==> src/rtl/erase_seq_pkg.sv <==
package erase_seq_pkg;
  typedef enum logic [2:0] {
    ST_IDLE, ST_UNL1, ST_UNL2, ST_SETUP, ST_UNL3, ST_UNL4
  } seq_t;

  localparam int unsigned UNLK_ADDR_A = 32'h555;
  localparam int unsigned UNLK_ADDR_B = 32'h2AA;
  localparam int unsigned UNLK_DATA_A = 32'hAA;
  localparam int unsigned UNLK_DATA_B = 32'h55;
  localparam int unsigned SETUP_CODE  = 32'h80;
  localparam int unsigned CHIP_CODE   = 32'h10;
  localparam int unsigned SECT_CODE   = 32'h30;
endpackage

==> src/rtl/erase_wr_sync.sv <==
module erase_wr_sync #(
  parameter int STAGES = 2
) (
  input  logic clk,
  input  logic rst_n,
  input  logic we_n_in,
  output logic wr_stb
);
  logic [STAGES:0] sh;

  always_ff @(posedge clk or negedge rst_n) begin
    if (!rst_n) sh <= '1;
    else        sh <= {sh[STAGES-1:0], we_n_in};
  end

  // rising edge of the synchronised enable marks the end of a write
  assign wr_stb = sh[STAGES-1] & ~sh[STAGES];
endmodule

==> src/rtl/erase_seq_fsm.sv <==
module erase_seq_fsm
  import erase_seq_pkg::*;
#(
  parameter int ADDR_W = 12,
  parameter int DATA_W = 8
) (
  input  logic              clk,
  input  logic              rst_n,
  input  logic              wr_stb,
  input  logic              hold,
  input  logic [ADDR_W-1:0] addr,
  input  logic [DATA_W-1:0] data,
  output logic              hit_chip,
  output logic              hit_sector
);
  localparam logic [ADDR_W-1:0] A_A = ADDR_W'(UNLK_ADDR_A);
  localparam logic [ADDR_W-1:0] A_B = ADDR_W'(UNLK_ADDR_B);
  localparam logic [DATA_W-1:0] D_A = DATA_W'(UNLK_DATA_A);
  localparam logic [DATA_W-1:0] D_B = DATA_W'(UNLK_DATA_B);
  localparam logic [DATA_W-1:0] D_S = DATA_W'(SETUP_CODE);
  localparam logic [DATA_W-1:0] D_C = DATA_W'(CHIP_CODE);
  localparam logic [DATA_W-1:0] D_E = DATA_W'(SECT_CODE);

  seq_t step, step_nx;
  logic is_a_a, is_b_b;

  assign is_a_a = (addr == A_A) && (data == D_A);
  assign is_b_b = (addr == A_B) && (data == D_B);

  always_comb begin
    step_nx    = ST_IDLE;
    hit_chip   = 1'b0;
    hit_sector = 1'b0;
    if (wr_stb && !hold) begin
      unique case (step)
        ST_IDLE:  if (is_a_a) step_nx = ST_UNL1;
        ST_UNL1:  if (is_b_b) step_nx = ST_UNL2;
        ST_UNL2:  if (addr == A_A && data == D_S) step_nx = ST_SETUP;
        ST_SETUP: if (is_a_a) step_nx = ST_UNL3;
        ST_UNL3:  if (is_b_b) step_nx = ST_UNL4;
        ST_UNL4: begin
          if (addr == A_A && data == D_C) hit_chip = 1'b1;
          else if (data == D_E)           hit_sector = 1'b1;
        end
        default: step_nx = ST_IDLE;
      endcase
    end
  end

  always_ff @(posedge clk or negedge rst_n) begin
    if (!rst_n)               step <= ST_IDLE;
    else if (hold)            step <= ST_IDLE;
    else if (wr_stb)          step <= step_nx;
  end


  hit_excl_chk: assert property (@(posedge clk) disable iff (!rst_n)
    !(hit_chip && hit_sector));

  hold_quiet_chk: assert property (@(posedge clk) disable iff (!rst_n)
    hold |-> !hit_chip && !hit_sector);
endmodule

==> src/rtl/erase_tracker.sv <==
module erase_tracker #(
  parameter int ADDR_W = 12
) (
  input  logic              clk,
  input  logic              rst_n,
  input  logic              hit_chip,
  input  logic              hit_sector,
  input  logic [ADDR_W-1:0] addr,
  input  logic              erase_done,
  output logic              start_chip,
  output logic              start_sector,
  output logic              busy,
  output logic [ADDR_W-1:0] sector_addr
);
  logic sect_run;

  always_ff @(posedge clk or negedge rst_n) begin
    if (!rst_n) begin
      start_chip   <= 1'b0;
      start_sector <= 1'b0;
      busy         <= 1'b0;
      sect_run     <= 1'b0;
      sector_addr  <= '0;
    end else begin
      start_chip   <= hit_chip && !busy;
      start_sector <= hit_sector && !busy;
      if (busy) begin
        if (erase_done) begin
          busy        <= 1'b0;
          sect_run    <= 1'b0;
          sector_addr <= '0;
        end
      end else if (hit_chip) begin
        busy <= 1'b1;
      end else if (hit_sector) begin
        busy        <= 1'b1;
        sect_run    <= 1'b1;
        sector_addr <= addr;
      end
    end
  end


  chip_pulse_chk: assert property (@(posedge clk) disable iff (!rst_n)
    start_chip |=> !start_chip);

  chip_busy_chk: assert property (@(posedge clk) disable iff (!rst_n)
    (start_chip || start_sector) |-> busy);

  no_restart_chk: assert property (@(posedge clk) disable iff (!rst_n)
    (busy && $past(busy)) |-> !start_chip && !start_sector);

  sect_hold_chk: assert property (@(posedge clk) disable iff (!rst_n)
    (sect_run && $past(sect_run)) |-> $stable(sector_addr));

  latch_free_chk: assert property (@(posedge clk) disable iff (!rst_n)
    !busy |-> sector_addr == '0);

  done_clear_chk: assert property (@(posedge clk) disable iff (!rst_n)
    (busy && erase_done) |=> !busy);
endmodule

==> src/rtl/erase_cmd_decoder.sv <==
module erase_cmd_decoder #(
  parameter int ADDR_W = 12,
  parameter int DATA_W = 8,
  parameter int SYNC_STAGES = 2
) (
  input  logic              clk,
  input  logic              rst_n,
  input  logic              we_n,
  input  logic [ADDR_W-1:0] addr,
  input  logic [DATA_W-1:0] data,
  input  logic              erase_done,
  output logic              start_chip,
  output logic              start_sector,
  output logic              busy,
  output logic [ADDR_W-1:0] sector_addr
);
  logic wr_stb, hit_chip, hit_sector;

  erase_wr_sync #(.STAGES(SYNC_STAGES)) u_sync (
    .clk(clk), .rst_n(rst_n), .we_n_in(we_n), .wr_stb(wr_stb)
  );

  erase_seq_fsm #(.ADDR_W(ADDR_W), .DATA_W(DATA_W)) u_fsm (
    .clk(clk), .rst_n(rst_n), .wr_stb(wr_stb), .hold(busy),
    .addr(addr), .data(data), .hit_chip(hit_chip), .hit_sector(hit_sector)
  );

  erase_tracker #(.ADDR_W(ADDR_W)) u_trk (
    .clk(clk), .rst_n(rst_n), .hit_chip(hit_chip), .hit_sector(hit_sector),
    .addr(addr), .erase_done(erase_done), .start_chip(start_chip),
    .start_sector(start_sector), .busy(busy), .sector_addr(sector_addr)
  );


  reset_quiet_chk: assert property (@(posedge clk)
    !rst_n |-> !busy && !start_chip && !start_sector);
endmodule

==> config.mk <==
export PLATFORM = sky130hd
export DESIGN_NAME = erase_cmd_decoder
export DESIGN_NICKNAME = d
export VERILOG_FILES = /design/src/rtl/erase_seq_pkg.sv /design/src/rtl/erase_wr_sync.sv /design/src/rtl/erase_seq_fsm.sv /design/src/rtl/erase_tracker.sv /design/src/rtl/erase_cmd_decoder.sv
export SDC_FILE = /design/constraint.sdc
export NUM_CORES = 1
export LEC_CHECK = 0
export CAP_MARGIN = 20
export CORE_ASPECT_RATIO = 1.75
export CORE_MARGIN = 2
export CORE_UTILIZATION = 43
export CTS_CLUSTER_SIZE = 8
export DETAILED_ROUTE_END_ITERATION = 16
export PLACE_DENSITY = 0.76
export SLEW_MARGIN = 20
export SYNTH_ARGS = -nofsm -noshare
export SYNTH_HDL_FRONTEND = slang
export SYNTH_HIERARCHICAL = 1
export SYNTH_SLANG_ARGS = --single-unit
==> constraint.sdc <==
create_clock -name clk -period 2.45 [get_ports clk]
set_input_delay 0.245 -clock clk [delete_from_list [all_inputs] [get_ports clk]]
set_output_delay 0.245 -clock clk [all_outputs]
set_load 0.01 [all_outputs]
==> flow_summary.ini <==
[status]
status = complete, no violations

[logic_synthesis]
muxShareOfSynthArea_pct = 0
ys_warn_count = 6
synth-main-ff-cell = dfrtp_1
synth_compound_area_share_pct = 13.3
ys_ff_latch = 21
synth_edf_count = 0
yosysSeqAreaShare_pct = 38.6
yosys.area.top_type_share_pct = 32.8
yosys.area.top_type = dfrtp_1
yosys.area_share.simple_pct = 44.0
ys_async_sr_fraction_pct = 100
avgSynthCellArea_um2 = 11.3
synth.distinct_cells = 35
synthTopCellsByArea = dfrtp_1 (33%), nand4bb_1 (9.8%), o211ai_2 (9.1%), nand3b_1 (7.7%), nand2b_1 (5.9%)
synthAdderAreaFrac_pct = 0
synth_area_um2 = 1370
postSynthCellCount = 122
syn_nets = 146
synth_top_family_by_area = simple AND/OR/NAND/NOR gates
synth-xor-area-share_pct = 0

[power]
p_per_area_nw_per_um2 = 353
internal_power_uw = 512
switching_share_pct = 21.0
p_sw_uw = 136
peakVddDrop_uv = 258
power.leakage_nw = 0.655
p_clk_share_pct = 34.0
pwr-share-comb_pct = 11.7
seqPwrFrac_pct = 54.3

[global_routing]
grt_max_degree = 44
grt-ovfl-total = 0
grt_pass1_wl_um = 5240
antenna_found_initial = 0
grt_pass1_vias = 1204
grt_usage_pct = 19.5

[timing]
finalMaxSlewViolations = 0
min_period_ns = 2.13
tns_ns = 0
setup_viol = 0
finClkSkew_ns = 0.00628
hold_viol = 0
period_share_pct = 86.9
max_freq_mhz = 470
timing.slew.headroom_pct = 73.1
max_slew.worst_pin.slew_ns = 0.399
rsz0062_at_grt = false

[layout]
area_growth_pct = 33.8
drive_gt1_share_pct = 16.8
fillerInstances = 280
fin_area_um2 = 1840
multiInputGateArea_um2 = 787
insertedDiodeCount = 0
layout.area.seq_um2 = 529
utilization_pct = 59.1
nets = 186

[setup_path]
crit_type = reg -> reg
arrival_ns = 2.25
critPathMaxFanout = 12
worstSetupEndpointType = register
cp-start-kind = register
required_ns = 2.57
worst-r2r-cell-count = 7

[placed_design]
gp_congestion = 0.811
placed_area_um2 = 1790
portBuffers = 38
dpl.hpwl_um = 2470

[clock_tree]
cts.clk_slew.worst_paths_ns = 0.07
insertion_delay_ns = 0.26
htreeDepth = 1
ctsHoldBuffers = 0
cts_tree = yes
cts-buffers-inserted = 3
cts.sink_count = 21
cts_resized = 0
clockRootBuffer = clkbuf_8
max-clock-path-buffers = 2
cts_setup_buffers = 0

[detailed_routing]
drc = 0
post_drt_wl_per_cell_um = 15.1
vias = 1156
wl_um = 3090
ant_nets = 0
drtPass1Iterations = 4
post_drt_via_cell_ratio = 5.67
drtIter0Drc = 33

[min_path]
hold_class = in -> async

[floorplan]
ios = 39
std_cell_rows = 27
floorplan.die_area_um2 = 3680
fp.dieH_um = 78.7
design.core.area_um2 = 3110
die_w_um = 46.7
start_util_pct = 44.2

[flow_run]
timing.max_cap.violations = 0
-- logic make-up after synthesis --
family,count (synthesis)
compound gates,18
flops,21
simple gates,74
buf+inv,9
-- final timing paths --
check                                             from                          endpoint  slack, ns
worst max-delay path            u_sync/sh[1]$_DFF_PN1_  u_trk/sector_addr[7]$_DFFE_PN0P_       0.32
min in group clk                u_sync/sh[0]$_DFF_PN1_            u_sync/sh[1]$_DFF_PN1_       0.36
worst min register to register  u_sync/sh[0]$_DFF_PN1_            u_sync/sh[1]$_DFF_PN1_       0.36
worst min-delay path                             rst_n         u_fsm/step[1]$_DFFE_PN0P_       0.32
max in group asynchronous                        rst_n            u_sync/sh[0]$_DFF_PN1_       1.85
worst max register to register  u_sync/sh[1]$_DFF_PN1_  u_trk/sector_addr[7]$_DFFE_PN0P_       0.32
-- synth_stat cells (2+ instances only) --
cell / count
nor3_1: 3
o211ai_1: 2
nor2_1: 4
nand3b_1: 14
dfrtp_1: 18
nor2b_1: 2
nor4bb_1: 5
nor4b_1: 2
nand4bb_1: 12
nor4_1: 2
nor2b_4: 2
nand2b_1: 13
o21ai_0: 2
o211ai_2: 10
or4_1: 2
buf_6: 2
dfstp_2: 3
buf_2: 3
clkbuf_1: 2
a211o_1: 2
nand3_1: 2
nand2_1: 2
-- power by group through the flow --
stage	logic [mW]	clock network, mW	registers (mW)
final	0.0759	0.221	0.352
after global routing	0.0814	0.245	0.353
after CTS	0.0762	0.230	0.352
after detailed placement	0.0765	0	0.359
after global placement	0.0745	0	0.359
after floorplan	0.0176	0	0.359
-- critical path: stages (launching register included) --
cell and delay (ns):
dfstp_2 0.53, nor2b_4 0.14, nor4b_1 0.23, buf_4 0.18, and3b_1 0.18, and3_1 0.18
nor2b_4 0.39, o211ai_1 0.16
-- sequential cells by signal, summed over array words and instances, names as in the netlist --
name / count
u_fsm/step: 3
u_trk/sector_addr: 12
u_trk/busy: 1
u_trk/start_sector: 1
u_sync/sh: 3
u_trk/start_chip: 1
-- layout by cell type, fill, tap and decap left out, types with 3 or more instances in the layout --
| cell | instances |
|---|---|
| nor2_1 | 4 |
| o211ai_2 | 10 |
| dfstp_2 | 3 |
| clkdlybuf4s50_1 | 38 |
| nand4bb_1 | 12 |
| buf_4 | 5 |
| nor3_1 | 3 |
| nand2b_1 | 13 |
| clkbuf_8 | 3 |
| nor4bb_1 | 5 |
| dfrtp_1 | 18 |
| nand3b_1 | 14 |
-- stage by stage --
| stage | total power [mW] | worst slack, ns | instances | hold WS, ns |
|---|---|---|---|---|
| after floorplan | 0.376 | 0.172 | 122 | -0.0506 |
| after global placement | 0.433 | 0.210 | 200 | 0.348 |
| after detailed placement | 0.435 | 0.163 | 200 | 0.347 |
| after CTS | 0.659 | 0.287 | 204 | 0.323 |
| after global routing | 0.679 | 0.105 | 204 | 0.360 |
| final | 0.649 | 0.321 | 204 | 0.320 |
-- cell type report --
class,instances,share of cell area [%]
repair buffers,43,22.8
multi-input cells,92,42.8
inverters,1,0.204
clock buffers,4,2.45
flip-flops and latches,21,28.8
well taps,43,2.93
-- routing by layer --
metal / part of all wire [%] / GRT usage [%]
met1: 39 / 22.7
met3: 3.3 / 2.27
met4: 3.6 / 10.8
met2: 54 / 32.8
met5: 0 / 0
(Power assumes the default switching activity.)
